<file path="src/rtl/smirq_pkg.sv">
// Shared types of the second/minute interrupt generator.
package smirq_pkg;
    // How the periodic flag reaches the interrupt output.
    typedef enum logic {
        STYLE_LEVEL = 1'b0,
        STYLE_PULSE = 1'b1
    } irq_style_e;
endpackage

</file>
<file path="src/rtl/smirq_periodic.sv">
// Periodic (second/minute) flag and pulse timer.
// Assumes tick_sec, tick_min and tick_64hz are one-cycle strobes in the clk domain.
// The pulse starts at the first 64 Hz strobe strictly after the event and
// ends at the next one. A clear with no coincident event aborts it.
module smirq_periodic
    import smirq_pkg::*;
(
    input  logic clk,
    input  logic rst_n,
    input  logic per_en,
    input  logic per_minute,
    input  logic pulse_mode,
    input  logic tick_sec,
    input  logic tick_min,
    input  logic tick_64hz,
    input  logic clr,
    output logic flag,
    output logic pulse_on,
    output logic drive
);
    logic       evt;
    logic       flag_q;
    logic       armed_q;
    logic       pulse_q;
    irq_style_e style;

    // Select the strobe that counts as a periodic event.
    always_comb evt = per_en & (per_minute ? tick_min : tick_sec);

    // Sticky flag; a set has priority over a clear.
    always_ff @(posedge clk) begin
        if (!rst_n)   flag_q <= 1'b0;
        else if (evt) flag_q <= 1'b1;
        else if (clr) flag_q <= 1'b0;
    end

    // Pending pulse, waiting for the next 64 Hz strobe.
    always_ff @(posedge clk) begin
        if (!rst_n)                    armed_q <= 1'b0;
        else if (evt)                  armed_q <= 1'b1;
        else if (clr)                  armed_q <= 1'b0;
        else if (tick_64hz && armed_q) armed_q <= 1'b0;
    end

    // Running pulse, one 64 Hz period long.
    always_ff @(posedge clk) begin
        if (!rst_n)                    pulse_q <= 1'b0;
        else if (clr && !evt)          pulse_q <= 1'b0;
        else if (tick_64hz && armed_q) pulse_q <= 1'b1;
        else if (tick_64hz && pulse_q) pulse_q <= 1'b0;
    end

    // Route either the pulse or the gated flag to the request.
    always_comb begin
        style    = irq_style_e'(pulse_mode);
        flag     = flag_q;
        pulse_on = pulse_q;
        drive    = (style == STYLE_PULSE) ? pulse_q : (flag_q & per_en);
    end
endmodule

</file>
<file path="src/rtl/smirq_srcflags.sv">
// Sticky flags of the level-type interrupt sources, one per bit.
// Assumes src_evt bits are one-cycle strobes. A 0 in wr_val clears a flag on wr_en.
module smirq_srcflags #(
    parameter int NSRC = 4
) (
    input  logic            clk,
    input  logic            rst_n,
    input  logic [NSRC-1:0] src_evt,
    input  logic [NSRC-1:0] src_en,
    input  logic            wr_en,
    input  logic [NSRC-1:0] wr_val,
    output logic [NSRC-1:0] flags,
    output logic            req
);
    for (genvar i = 0; i < NSRC; i++) begin : g_flag
        logic f_q;
        // One flag: set wins over a clearing write.
        always_ff @(posedge clk) begin
            if (!rst_n)                  f_q <= 1'b0;
            else if (src_evt[i])         f_q <= 1'b1;
            else if (wr_en && !wr_val[i]) f_q <= 1'b0;
        end
        assign flags[i] = f_q;
    end

    // Any enabled flag requests the interrupt.
    always_comb req = |(flags & src_en);
endmodule

</file>
<file path="src/rtl/smirq_merge.sv">
// Merges the periodic request and the source requests into the active-low pad drive.
// Assumes both requests are active high.
module smirq_merge (
    input  logic per_req,
    input  logic src_req,
    output logic drive_n
);
    // Open-drain model: 0 pulls the pad low.
    always_comb drive_n = ~(per_req | src_req);
endmodule

</file>
<file path="src/rtl/secmin_irq.sv">
// Top: periodic second/minute interrupt plus NSRC level sources onto one active-low output.
// Flag bit 0 is the periodic flag; bit k+1 belongs to source k.
module secmin_irq #(
    parameter int NSRC = 4
) (
    input  logic            clk,
    input  logic            rst_n,
    input  logic            per_en,
    input  logic            per_minute,
    input  logic            pulse_mode,
    input  logic            tick_sec,
    input  logic            tick_min,
    input  logic            tick_64hz,
    input  logic [NSRC-1:0] src_evt,
    input  logic [NSRC-1:0] src_en,
    input  logic            wr_en,
    input  logic [NSRC:0]   wr_flags,
    output logic [NSRC:0]   flags,
    output logic            irq_drive_n
);
    localparam int NFLAG = NSRC + 1;

    logic            per_flag;
    logic            per_pulse;
    logic            per_req;
    logic            src_req;
    logic            per_clr;
    logic [NSRC-1:0] src_flags;

    // Write decode for the periodic flag.
    always_comb per_clr = wr_en & ~wr_flags[0];

    smirq_periodic u_per (
        .clk        (clk),
        .rst_n      (rst_n),
        .per_en     (per_en),
        .per_minute (per_minute),
        .pulse_mode (pulse_mode),
        .tick_sec   (tick_sec),
        .tick_min   (tick_min),
        .tick_64hz  (tick_64hz),
        .clr        (per_clr),
        .flag       (per_flag),
        .pulse_on   (per_pulse),
        .drive      (per_req)
    );

    smirq_srcflags #(.NSRC(NSRC)) u_src (
        .clk     (clk),
        .rst_n   (rst_n),
        .src_evt (src_evt),
        .src_en  (src_en),
        .wr_en   (wr_en),
        .wr_val  (wr_flags[NFLAG-1:1]),
        .flags   (src_flags),
        .req     (src_req)
    );

    smirq_merge u_merge (
        .per_req (per_req),
        .src_req (src_req),
        .drive_n (irq_drive_n)
    );

    // Assemble the flag view.
    always_comb flags = {src_flags, per_flag};
endmodule

</file>
<file path="config.mk">
export PLATFORM = sky130hd
export DESIGN_NAME = secmin_irq
export DESIGN_NICKNAME = d
export VERILOG_FILES = /design/src/rtl/smirq_pkg.sv /design/src/rtl/smirq_periodic.sv /design/src/rtl/smirq_srcflags.sv /design/src/rtl/smirq_merge.sv /design/src/rtl/secmin_irq.sv
export SDC_FILE = /design/constraint.sdc
export NUM_CORES = 1
export LEC_CHECK = 0
export BUFFER_PORTS_ARGS = -buffer_cell sky130_fd_sc_hd__buf_4
export CAP_MARGIN = 20
export CELL_PAD_IN_SITES_DETAIL_PLACEMENT = 1
export CELL_PAD_IN_SITES_GLOBAL_PLACEMENT = 2
export CORE_MARGIN = 1.5
export CORE_UTILIZATION = 20
export CTS_BUF_LIST = sky130_fd_sc_hd__clkbuf_8
export DETAILED_ROUTE_END_ITERATION = 8
export PLACE_DENSITY_LB_ADDON = 0.1
export SYNTH_ARGS = -nofsm -noshare
export SYNTH_HDL_FRONTEND = slang
export SYNTH_SLANG_ARGS = --single-unit
</file>
<file path="constraint.sdc">
create_clock -name clk -period 1 [get_ports clk]
set_clock_uncertainty 0.15 [all_clocks]
set_input_delay 0.1 -clock clk [delete_from_list [all_inputs] [get_ports clk]]
set_output_delay 0.1 -clock clk [all_outputs]
set_load 0.02 [all_outputs]
</file>
==> implementation parameters, run 1 <==
Parameter                              Value

Outcome
  Outcome ... complete, but fails checks
  Violated checks ... negative hold slack, negative setup slack

Clock tree
  Clock-pin slew on the worst setup and hold paths ... 40 ps
  Clock Tree Buf Depth ... 2
  TritonCTS clock tree ... done
  Level count of the clock H-tree ... 1
  Clock latency reported for the late side of the worst-skew pair ... 230 ps
  # clock sinks ... 7
  Clk root buf ... sky130_fd_sc_hd__clkbuf_8
  Inserted Clock Buffers ... 3

Min path
  Type of the tightest min-delay check ... in -> reg

Finish
  Fill cell count ... 208
  Final core occ ... 44.6%
  Diodes inserted ... 0
  Layout overhead on the synthesized area ... 111%
  Final net count ... 99
  Share of layout cells above drive strength 1 ... 64.5%
  Final cell area excluding filler cells ... 762 um^2

Global route
  Global-route congestion overflow total ... 0
  Via count of the first global-routing pass ... 424
  Pin count of the biggest net entering global routing ... 8
  Total routing resource utilization after global routing ... 12.6%
  Initial antenna violation count ... 0
  Global-route wire length before repair ... 1680 um

STA
  Worst-case setup margin in the final layout ... -363 ps
  Min Tclk post-route ... 1360 ps
  Slew at the pin closest to its max-slew limit ... 227 ps
  Slew Limit Fails ... 0
  Worst-case headroom to the max-slew limit ... 84.9%
  Final worst path period share ... 136%
  Total count of hold-check failures in the final report ... 1
  Hold slack final ... -0.337 ps
  RSZ-0062 raised after global routing ... yes
  Maximum clock frequency ... 0.734 GHz
  Final-report setup violation count ... 6

Die
  Vertical die dimension ... 45.5 um
  Die Footprint ... 0.00207 mm^2
  Total number of placement rows ... 15
  Area of the core ... 0.00171 mm^2
  Die extent in x ... 45.5 um
  Initial Utilization ... 21.2%
  Number of I/O pins ... 28

Critical path
  Setup crit start kind ... register
  Cell Chain, Critical Path ... a22oi_2 -> nand2_2 -> a211oi_4 -> buf_6
  Endpoint class of the critical path ... output pin
  Critical path required time ... 750 ps
  Slowest cell on the critical path ... sky130_fd_sc_hd__dfxtp_2
  Type of the worst setup path ... reg -> out
  R2R setup slack ... 110 ps
  Arr. time, crit path ... 1110 ps
  Critical path peak fanout ... 2
  Top delay family on crit path ... compound AO/OA/AOI/OAI gates
  Highest cell delay on the worst timing path ... 310 ps
  Number of buffer and inverter stages on the critical path ... 1

Power and ir drop
  Leakage power of the design ... 0.347 nW
  Maximum vdd ir drop ... 0.831 mV
  Clock power frac ... 40.4%
  Fraction of power spent switching nets ... 24.7%
  Combinational power share ... 27.0%
  Fraction of power consumed by sequential logic ... 32.6%
  P_sw ... 0.000240 W
  Total power ... 0.000971 W
  Power Internal ... 0.000731 W
  Power per unit of standard cell area ... 1270 mW/mm^2

Detailed routing
  Number of vias in the routed layout ... 412
  Number of iterations in the first detailed-routing pass ... 4
  Routed wire length ... 1080 um
  Post-detailed-route count of antenna-violating nets ... 0
  Via/cell ratio ... 4.08
  Avg WL per Cell ... 10.7 um
  DRC ... 0
  Initial detailed-routing violation count ... 4

Synth
  Number of synthesis warnings ... 0
  Flop and latch count out of synthesis ... 7
  Per-instance average area after synthesis ... 8.82 um^2
  Post-synthesis instance total ... 41
  Fraction of the yosys area taken by sequential cells ... 38.8%
  Distinct cell type count after synthesis ... 15
  Synthesized area ... 362 um^2
  Synthesized Nets ... 63

Placement
  IO buf count ... 27
  Post-place instance area ... 608 um^2
  Routability Congestion ... 0.646

Flow run
  Count of max-cap constraint violations ... 0
[kinds of logic (layout without fill, tap and decap cells)]
group                  after synthesis  count (layout)  share of synthesized area, %
AND/OR/NAND/NOR                     17              17                          26.3
multiplexers                         1               1                          4.15
buffers and inverters                5              40                          10.4
flip-flops                           7               7                          38.8
AO/OA/AOI/OAI                       11              11                          20.4
[placed cells by master (no fill, tap or decap)]
master                            n
sky130_fd_sc_hd__inv_1            1
sky130_fd_sc_hd__nand2_1          3
sky130_fd_sc_hd__buf_6            9
sky130_fd_sc_hd__dlygate4sd3_1    4
sky130_fd_sc_hd__nor2_1           2
sky130_fd_sc_hd__nand3b_1         1
sky130_fd_sc_hd__nand2b_2         1
sky130_fd_sc_hd__nand2b_1         5
sky130_fd_sc_hd__dlymetal6s4s_1   1
sky130_fd_sc_hd__buf_4           22
sky130_fd_sc_hd__a21oi_1          1
sky130_fd_sc_hd__a21oi_2          4
sky130_fd_sc_hd__nand2_2          1
sky130_fd_sc_hd__a211oi_4         1
sky130_fd_sc_hd__clkbuf_8         3
sky130_fd_sc_hd__o211ai_1         1
sky130_fd_sc_hd__nor2b_1          4
sky130_fd_sc_hd__dfxtp_1          2
sky130_fd_sc_hd__mux2_4           1
sky130_fd_sc_hd__dfxtp_2          5
sky130_fd_sc_hd__a21boi_1         2
sky130_fd_sc_hd__a22oi_2          2
[final cells by class]
type                       count  area [um^2]  share of cell area, %
multi-input combinational     29          220                   28.9
tap                           25         31.3                   4.11
sequential                     7          146                   19.2
clock buffer                   3         41.3                   5.42
clock inverter                 1         3.75                  0.493
timing repair buffer          36          319                   41.9
[stage by stage]
step           cells  worst slack [ps]  setup TNS (ps)
6_report         101              -363            -549
5_1_grt          101              -402            -718
2_1_floorplan     41             -69.1           -69.1
3_3_place_gp      93              -163            -163
3_5_place_dp      93              -205            -205
4_1_cts          102              -379            -549
[per-layer routing]
metal	vias to the layer above	GRT usage, %	part of all wire, %
met5	-	0	0
met4	0	8.82	2.4
met1	182	12.6	36
li1	203	-	-
met3	5	6.35	9.1
met2	22	20.0	52
[power groups by stage]
stage / logic, W / registers [W] / clock network (W)
6_report: 0.000262 / 0.000317 / 0.000392
5_1_grt: 0.000284 / 0.000319 / 0.000433
4_1_cts: 0.000260 / 0.000315 / 0.000399
3_5_place_dp: 0.000219 / 0.000315 / 0
3_3_place_gp: 0.000217 / 0.000314 / 0
2_1_floorplan: 0.000104 / 0.000315 / 0
[Yosys cell counts, drive strengths merged]
master,number,area [um^2]
buf,5,37.5
nand3b,1,7.51
o211ai,1,7.51
a21boi,2,15.0
dfxtp,7,140
nand2,4,15.0
a22oi,2,15.0
nor2,2,7.51
mux2,1,15.0
nand2b,6,40.0
a21oi,5,28.8
a211oi,1,7.51
nor2b,4,25.0
[worst paths after layout]
check,from,endpoint,cells after the start
worst max-delay path,u_src.g_flag[1].f_q,irq_drive_n,4
worst max register to register,u_src.g_flag[0].f_q,u_src.g_flag[0].f_q,3
worst min register to register,u_per.armed_q,u_per.armed_q,2
worst min-delay path,per_en,u_per.pulse_on,3
[state kept, by name (all words and copies together), names as in the netlist]
name              count
u_src.g_flag.f_q      4
u_per.armed_q         1
u_per.pulse_on        1
u_per.flag            1
[worst reg2reg max path, stage by stage (launching register included)]
cell                      delay [ps]
sky130_fd_sc_hd__dfxtp_2         320
sky130_fd_sc_hd__buf_4           140
sky130_fd_sc_hd__a21oi_2         120
sky130_fd_sc_hd__nor2b_1          60
[repair_timing]
action	CTS	global route
pin swaps	0	3
hold buffers	5	0
hold endpoints to repair	4	0
setup endpoints to repair	6	10
gates resized for setup	15	7
setup buffers	2	1
No activity file was read; power rests on OpenSTA's default activity.
==> inputs of run 2 (changes only) <==
--- a/config.mk
+++ b/config.mk
@@ -5,7 +5,7 @@
 export SDC_FILE = /design/constraint.sdc
 export NUM_CORES = 1
 export LEC_CHECK = 0
-export BUFFER_PORTS_ARGS = -buffer_cell sky130_fd_sc_hd__buf_4
+export BUFFER_PORTS_ARGS = -buffer_cell sky130_fd_sc_hd__buf_2
 export CAP_MARGIN = 20
 export CELL_PAD_IN_SITES_DETAIL_PLACEMENT = 1
 export CELL_PAD_IN_SITES_GLOBAL_PLACEMENT = 2
==> run 2 against run 1 <==
  * The flow finishes with violations (negative setup slack)
  * Critical path depth unchanged
  * Utilization down 1.8 points
  * Worst setup slack gained 4.5 ps
  * Total power down 2.6%
  * Critical endpoint unchanged
  * Largest cell class unchanged
  * Largest power group unchanged
==> implementation parameters, run 2 (synthesis results as in run 1) <==
Parameter                              Value

STA
  Maximum clock frequency ... 0.736 GHz (+0.33%)
  Slew Limit Fails ... 0 (unchanged)
  Final worst path period share ... 136% (-0.45 points)
  Total count of hold-check failures in the final report ... 0 (-1)
  Min Tclk post-route ... 1360 ps (-4.55 ps)
  Final-report setup violation count ... 6 (unchanged)
  Hold slack final ... 27.4 ps (+27.7 ps)
  Slew at the pin closest to its max-slew limit ... 208 ps (-19.1 ps)
  Worst-case setup margin in the final layout ... -358 ps (+4.55 ps)
  RSZ-0062 raised after global routing ... yes
  Worst-case headroom to the max-slew limit ... 86.1% (+1.2 points)

Finish
  Final core occ ... 42.8% (-1.8 points)
  Leading cell type in the layout, fill and taps excluded ... sky130_fd_sc_hd__buf_2
  Layout Cells excl Fill ... 104 (+3.0%)
  Leading cell types in the layout, fill and taps excluded ... sky130_fd_sc_hd__buf_2, sky130_fd_sc_hd__buf_6, sky130_fd_sc_hd__nand2b_1, sky130_fd_sc_hd__dfxtp_2
  Final net count ... 102 (+3.0%)
  Fill cell count ... 205 (-1.4%)
  Layout overhead on the synthesized area ... 102%
  Number of flip-flops in the largest register ... 4 (unchanged)
  Most flop-heavy register ... u_src.g_flag.f_q
  Share of layout cells above drive strength 1 ... 67.1% (+2.6 points)
  Diodes inserted ... 0 (unchanged)

Global route
  Global-route congestion overflow total ... 0 (unchanged)
  Pin count of the biggest net entering global routing ... 8 (unchanged)
  Global-route wire length before repair ... 1530 um (-8.7%)
  Total routing resource utilization after global routing ... 10.8% (-1.7 points)
  Initial antenna violation count ... 0 (unchanged)
  Via count of the first global-routing pass ... 394 (-7.1%)

Clock tree
  Level count of the clock H-tree ... 1 (unchanged)
  TritonCTS clock tree ... done
  Clock latency reported for the late side of the worst-skew pair ... 220 ps (about the same)
  Clk root buf ... sky130_fd_sc_hd__clkbuf_8
  Clock-pin slew on the worst setup and hold paths ... 40 ps (about the same)
  Clock Tree Buf Depth ... 2 (unchanged)
  # clock sinks ... 7 (unchanged)
  Inserted Clock Buffers ... 3 (unchanged)

Outcome
  Outcome ... complete, but fails checks
  Violated checks ... negative setup slack

Die
  Number of I/O pins ... 28 (unchanged)
  Initial Utilization ... 21.2% (unchanged)
  Total number of placement rows ... 15 (unchanged)
  Vertical die dimension ... 45.5 um (unchanged)
  Die extent in x ... 45.5 um (unchanged)
  Area of the core ... 0.00171 mm^2 (unchanged)
  Die Footprint ... 0.00207 mm^2 (unchanged)

Critical path
  Highest cell delay on the worst timing path ... 320 ps (about the same)
  Type of the worst setup path ... reg -> out
  Setup crit start kind ... register
  Critical path required time ... 750 ps (about the same)
  Slowest cell on the critical path ... sky130_fd_sc_hd__dfxtp_2
  Critical path peak fanout ... 2 (unchanged)
  Cell Chain, Critical Path ... a22oi_2 -> nand2_2 -> a211oi_4 -> buf_6
  Endpoint class of the critical path ... output pin
  Arr. time, crit path ... 1110 ps (about the same)

Power and ir drop
  Maximum vdd ir drop ... 1.10 mV (+32%)
  Total power ... 0.000946 W (-2.6%)
  Leakage power of the design ... 0.337 nW (-2.7%)
  Power per unit of standard cell area ... 1290 mW/mm^2 (+1.6%)

Flow run
  Count of max-cap constraint violations ... 0 (unchanged)

Placement
  IO buf count ... 27 (unchanged)
  Number of placed instances with taps included ... 94 (+1.1%)
  Routability Congestion ... 0.634 (-1.8%)

Detailed routing
  Initial detailed-routing violation count ... 0 (-4)
  DRC ... 0 (unchanged)
  Avg WL per Cell ... 10.1 um (-5.5%)
  Via/cell ratio ... 4.01 (-1.7%)
  Number of vias in the routed layout ... 417 (+1.2%)
  Number of iterations in the first detailed-routing pass ... 1 (-3)
  Post-detailed-route count of antenna-violating nets ... 0 (unchanged)
  Routed wire length ... 1050 um (-2.7%)

Min path
  Type of the tightest min-delay check ... in -> reg
==> run 2: cell types whose count changed in the layout (fill, tap and decap cells not counted), sizes merged <==
cell and delta:
buf +4, dlymetal6s4s -1
==> run 2: worst max-delay path: cells and delay by family (launching register included) <==
kind	cells	cell delay, ps
AOI/OAI and AO/OA	2	330
buffers and inverters	1	140
DFF	1	320
and+or+nand+nor	1	90
==> run 2: per-layer routing <==
| layer | part of all wire (%) | GRT usage (%) |
|---|---|---|
| met4 | 0 | 1.76 |
| met5 | 0 | 0 |
| met2 | 53 | 17.2 |
| met1 | 40 | 12.3 |
| met3 | 7.4 | 7.14 |
==> run 2: final timing paths <==
kind,startpoint,slack (ps),end,cells after the start
hold / removal,tick_64hz,30,u_per.pulse_on,3
hold reg to reg,u_per.armed_q,330,u_per.armed_q,2
setup reg to reg,u_src.g_flag[3].f_q,50,u_src.g_flag[3].f_q,4
setup / recovery,u_src.g_flag[0].f_q,-360,irq_drive_n,4
==> run 2: per-stage QoR <==
| step | cell area [um^2] | setup TNS [ps] | setup slack (ps) |
|---|---|---|---|
| finish | 731 | -488 | -358 |
| global route | 731 | -706 | -429 |
| CTS | 693 | -540 | -403 |
| detailed placement | 548 | -180 | -180 |
| global placement | 548 | -180 | -180 |
| floorplan | 374 | -69.1 | -69.1 |
==> run 2: area by class of cell <==
cell class	count	area, um^2	area share [%]
well taps	25	31.3	4.28
repair buffers	39	288	39.4
clock buffers	3	41.3	5.65
flip-flops and latches	7	146	20.0
multi-input cells	29	220	30.1
clock inverters	1	3.75	0.514
==> run 2: timing repair <==
item,CTS,global route
resized for setup,18,10
hold buffers,4,0
setup endpoints to repair,6,8
buffers inserted,1,2
endpoints found under the hold margin,4,0
pin swaps,1,1
==> run 2: power breakdown <==
group | switching (W) | internal, W
clock | 0.000113 | 0.000265
combinational | 0.000101 | 0.000149
sequential | 0.0000145 | 0.000303
total | 0.000229 | 0.000717
==> inputs of run 3 (changes only) <==
--- a/config.mk
+++ b/config.mk
@@ -9,11 +9,13 @@
 export CAP_MARGIN = 20
 export CELL_PAD_IN_SITES_DETAIL_PLACEMENT = 1
 export CELL_PAD_IN_SITES_GLOBAL_PLACEMENT = 2
+export CORE_ASPECT_RATIO = 1.2
 export CORE_MARGIN = 1.5
 export CORE_UTILIZATION = 20
 export CTS_BUF_LIST = sky130_fd_sc_hd__clkbuf_8
 export DETAILED_ROUTE_END_ITERATION = 8
 export PLACE_DENSITY_LB_ADDON = 0.1
+export SETUP_SLACK_MARGIN = 0.1
 export SYNTH_ARGS = -nofsm -noshare
 export SYNTH_HDL_FRONTEND = slang
 export SYNTH_SLANG_ARGS = --single-unit
==> run 3 against run 2 <==
  * The run ends with negative hold slack, negative setup slack left
  * Register-to-register slack worse by 110 ps
  * Global-route usage fell by 0.53 points
  * Worst hold slack worse by 64 ps
  * Sequential share of layout area rose by 1.7 points
  * Design area is 8.6% lower
  * Combinational power shrank 8%
  * Clock power shrank 2%
  * Sequential power about the same
  * Non-clock buffer count decreased by 4
  * Die area is essentially flat
  * Cell count fell by 11%
  * Critical path type unchanged
  * Highest routed layer is now met4
  * Wire length down 3.5%
  * Largest power group unchanged
==> implementation parameters, run 3 (synthesis results as in run 1) <==
Parameter                              Value

Outcome
  Outcome ... complete, but fails checks
  Violated checks ... negative hold slack, negative setup slack

Finish
  Most flop-heavy register ... u_src.g_flag.f_q
  Leading cell types in the layout, fill and taps excluded ... sky130_fd_sc_hd__buf_2, sky130_fd_sc_hd__buf_6, sky130_fd_sc_hd__nand2b_1
  Diodes inserted ... 0 (unchanged)
  Final cell area excluding filler cells ... 668 um^2 (-8.6%)
  Number of flip-flops in the largest register ... 4 (unchanged)
  Share of layout cells above drive strength 1 ... 65.3% (-1.8 points)
  Leading cell type in the layout, fill and taps excluded ... sky130_fd_sc_hd__buf_2
  Layout overhead on the synthesized area ... 84.8%
  Final net count ... 98 (-3.9%)

Critical path
  Setup crit start kind ... register
  Critical path peak fanout ... 2 (unchanged)
  Critical path required time ... 750 ps (about the same)
  Arr. time, crit path ... 1130 ps (+20 ps)
  Endpoint class of the critical path ... output pin
  Type of the worst setup path ... reg -> out

Clock tree
  Clock-pin slew on the worst setup and hold paths ... 40 ps (about the same)
  Clock latency reported for the late side of the worst-skew pair ... 220 ps (about the same)
  TritonCTS clock tree ... done
  Clk root buf ... sky130_fd_sc_hd__clkbuf_8
  Clock Tree Buf Depth ... 2 (unchanged)
  Inserted Clock Buffers ... 3 (unchanged)
  # clock sinks ... 7 (unchanged)
  Level count of the clock H-tree ... 1 (unchanged)

Power and ir drop
  Maximum vdd ir drop ... 0.623 mV (-43%)
  Leakage power of the design ... 0.320 nW (-5.3%)
  Power per unit of standard cell area ... 1370 mW/mm^2 (+6.1%)

STA
  Total count of hold-check failures in the final report ... 4 (+4)
  RSZ-0062 raised after global routing ... yes
  Final worst path period share ... 138% (+2.2 points)
  Worst-case setup margin in the final layout ... -380 ps (-21.6 ps)
  Worst-case headroom to the max-slew limit ... 86.4% (+0.32 points)
  Maximum clock frequency ... 0.725 GHz (-1.6%)
  Slew at the pin closest to its max-slew limit ... 203 ps (-4.78 ps)
  Final-report setup violation count ... 7 (+1)
  Min Tclk post-route ... 1380 ps (+21.6 ps)
  Slew Limit Fails ... 0 (unchanged)
  Hold slack final ... -36.2 ps (-63.6 ps)

Detailed routing
  Via/cell ratio ... 4.24 (+5.7%)
  Avg WL per Cell ... 10.9 um (+7.9%)
  Number of iterations in the first detailed-routing pass ... 2 (+1)
  Routed wire length ... 1020 um (-3.5%)
  DRC ... 0 (unchanged)
  Post-detailed-route count of antenna-violating nets ... 0 (unchanged)
  Initial detailed-routing violation count ... 1 (+1)
  Number of vias in the routed layout ... 394 (-5.5%)

Min path
  Type of the tightest min-delay check ... in -> reg

Placement
  Routability Congestion ... 0.633 (-0.21%)
  Post-place instance area ... 539 um^2 (-1.6%)
  IO buf count ... 27 (unchanged)
  Post-Place Setup Slack ... -172 ps (+8.12 ps)
  Half-perimeter wire length after detailed placement ... 797 um

Die
  Total number of placement rows ... 16 (+1)
  Initial Utilization ... 21.8% (+0.59 points)
  Die Footprint ... 0.00207 mm^2 (about the same)
  Die extent in x ... 41.8 um (-8.1%)
  Vertical die dimension ... 49.6 um (+8.9%)
  Number of I/O pins ... 28 (unchanged)
  Area of the core ... 0.00166 mm^2 (-2.7%)

Global route
  Pin count of the biggest net entering global routing ... 8 (unchanged)
  Initial antenna violation count ... 0 (unchanged)
  Total routing resource utilization after global routing ... 10.3% (-0.53 points)
  Global-route wire length before repair ... 1570 um (+2.3%)
  Global-route congestion overflow total ... 0 (unchanged)
  Via count of the first global-routing pass ... 383 (-2.8%)

Flow run
  Count of max-cap constraint violations ... 0 (unchanged)
[run 3: cell count changes in the layout (fill, tap and decap cells not counted), sizes merged]
cell         change
dlygate4sd3      -4
[run 3: metrics by stage]
stage	std cells	setup TNS, ps	total power (W)	utilization [%]
finish	93	-768	0.000918	40.2
global route	93	-996	0.000970	40.2
CTS	92	-676	0.000924	38.5
detailed placement	87	-172	0.000500	32.5
global placement	87	-178	0.000499	32.5
floorplan	41	-69.1	0.000419	-
[run 3: layout make-up]
cell class / count / area (um^2)
clock buffer: 3 / 41.3
clock inverter: 1 / 3.75
fill: 211 / 993
multi-input combinational: 29 / 208
sequential: 7 / 145
tap: 18 / 22.5
timing repair buffer: 35 / 248
[run 3: worst max-delay path: stages (launching register included)]
cell and delay, ps:
sky130_fd_sc_hd__dfxtp_2 320, sky130_fd_sc_hd__a22oi_1 160, sky130_fd_sc_hd__nand2_1 110, sky130_fd_sc_hd__a211oi_4 180, sky130_fd_sc_hd__buf_6 150
[run 3: layer usage]
| layer | wire length, um | global-route usage (%) | up-vias |
|---|---|---|---|
| met3 | 107 | 3.30 | 2 |
| li1 | - | - | 202 |
| met1 | 376 | 11.6 | 169 |
| met4 | 16 | 8.06 | 0 |
| met5 | 0 | 0 | - |
| met2 | 517 | 15.9 | 21 |
[run 3: worst paths after layout]
check | start | endpoint | slack (ps) | depth (start not counted)
max | u_src.g_flag[1].f_q | irq_drive_n | -380 | 4
min | src_evt[0] | u_src.g_flag[0].f_q | -40 | 3
max reg2reg | u_src.g_flag[0].f_q | u_src.g_flag[0].f_q | -60 | 5
min reg2reg | u_per.armed_q | u_per.armed_q | 330 | 2
[run 3: timing repair]
action / in CTS / in global routing
gates resized for setup: 16 / 8
buffers inserted: 1 / 2
pin swaps: 1 / 0
setup endpoints to repair: 7 / 9
hold endpoints to repair: 4 / 3
[run 3: report_power, final]
part	switching (W)	internal, W
clock	0.000108	0.000264
combinational	0.0000957	0.000136
sequential	0.0000122	0.000302
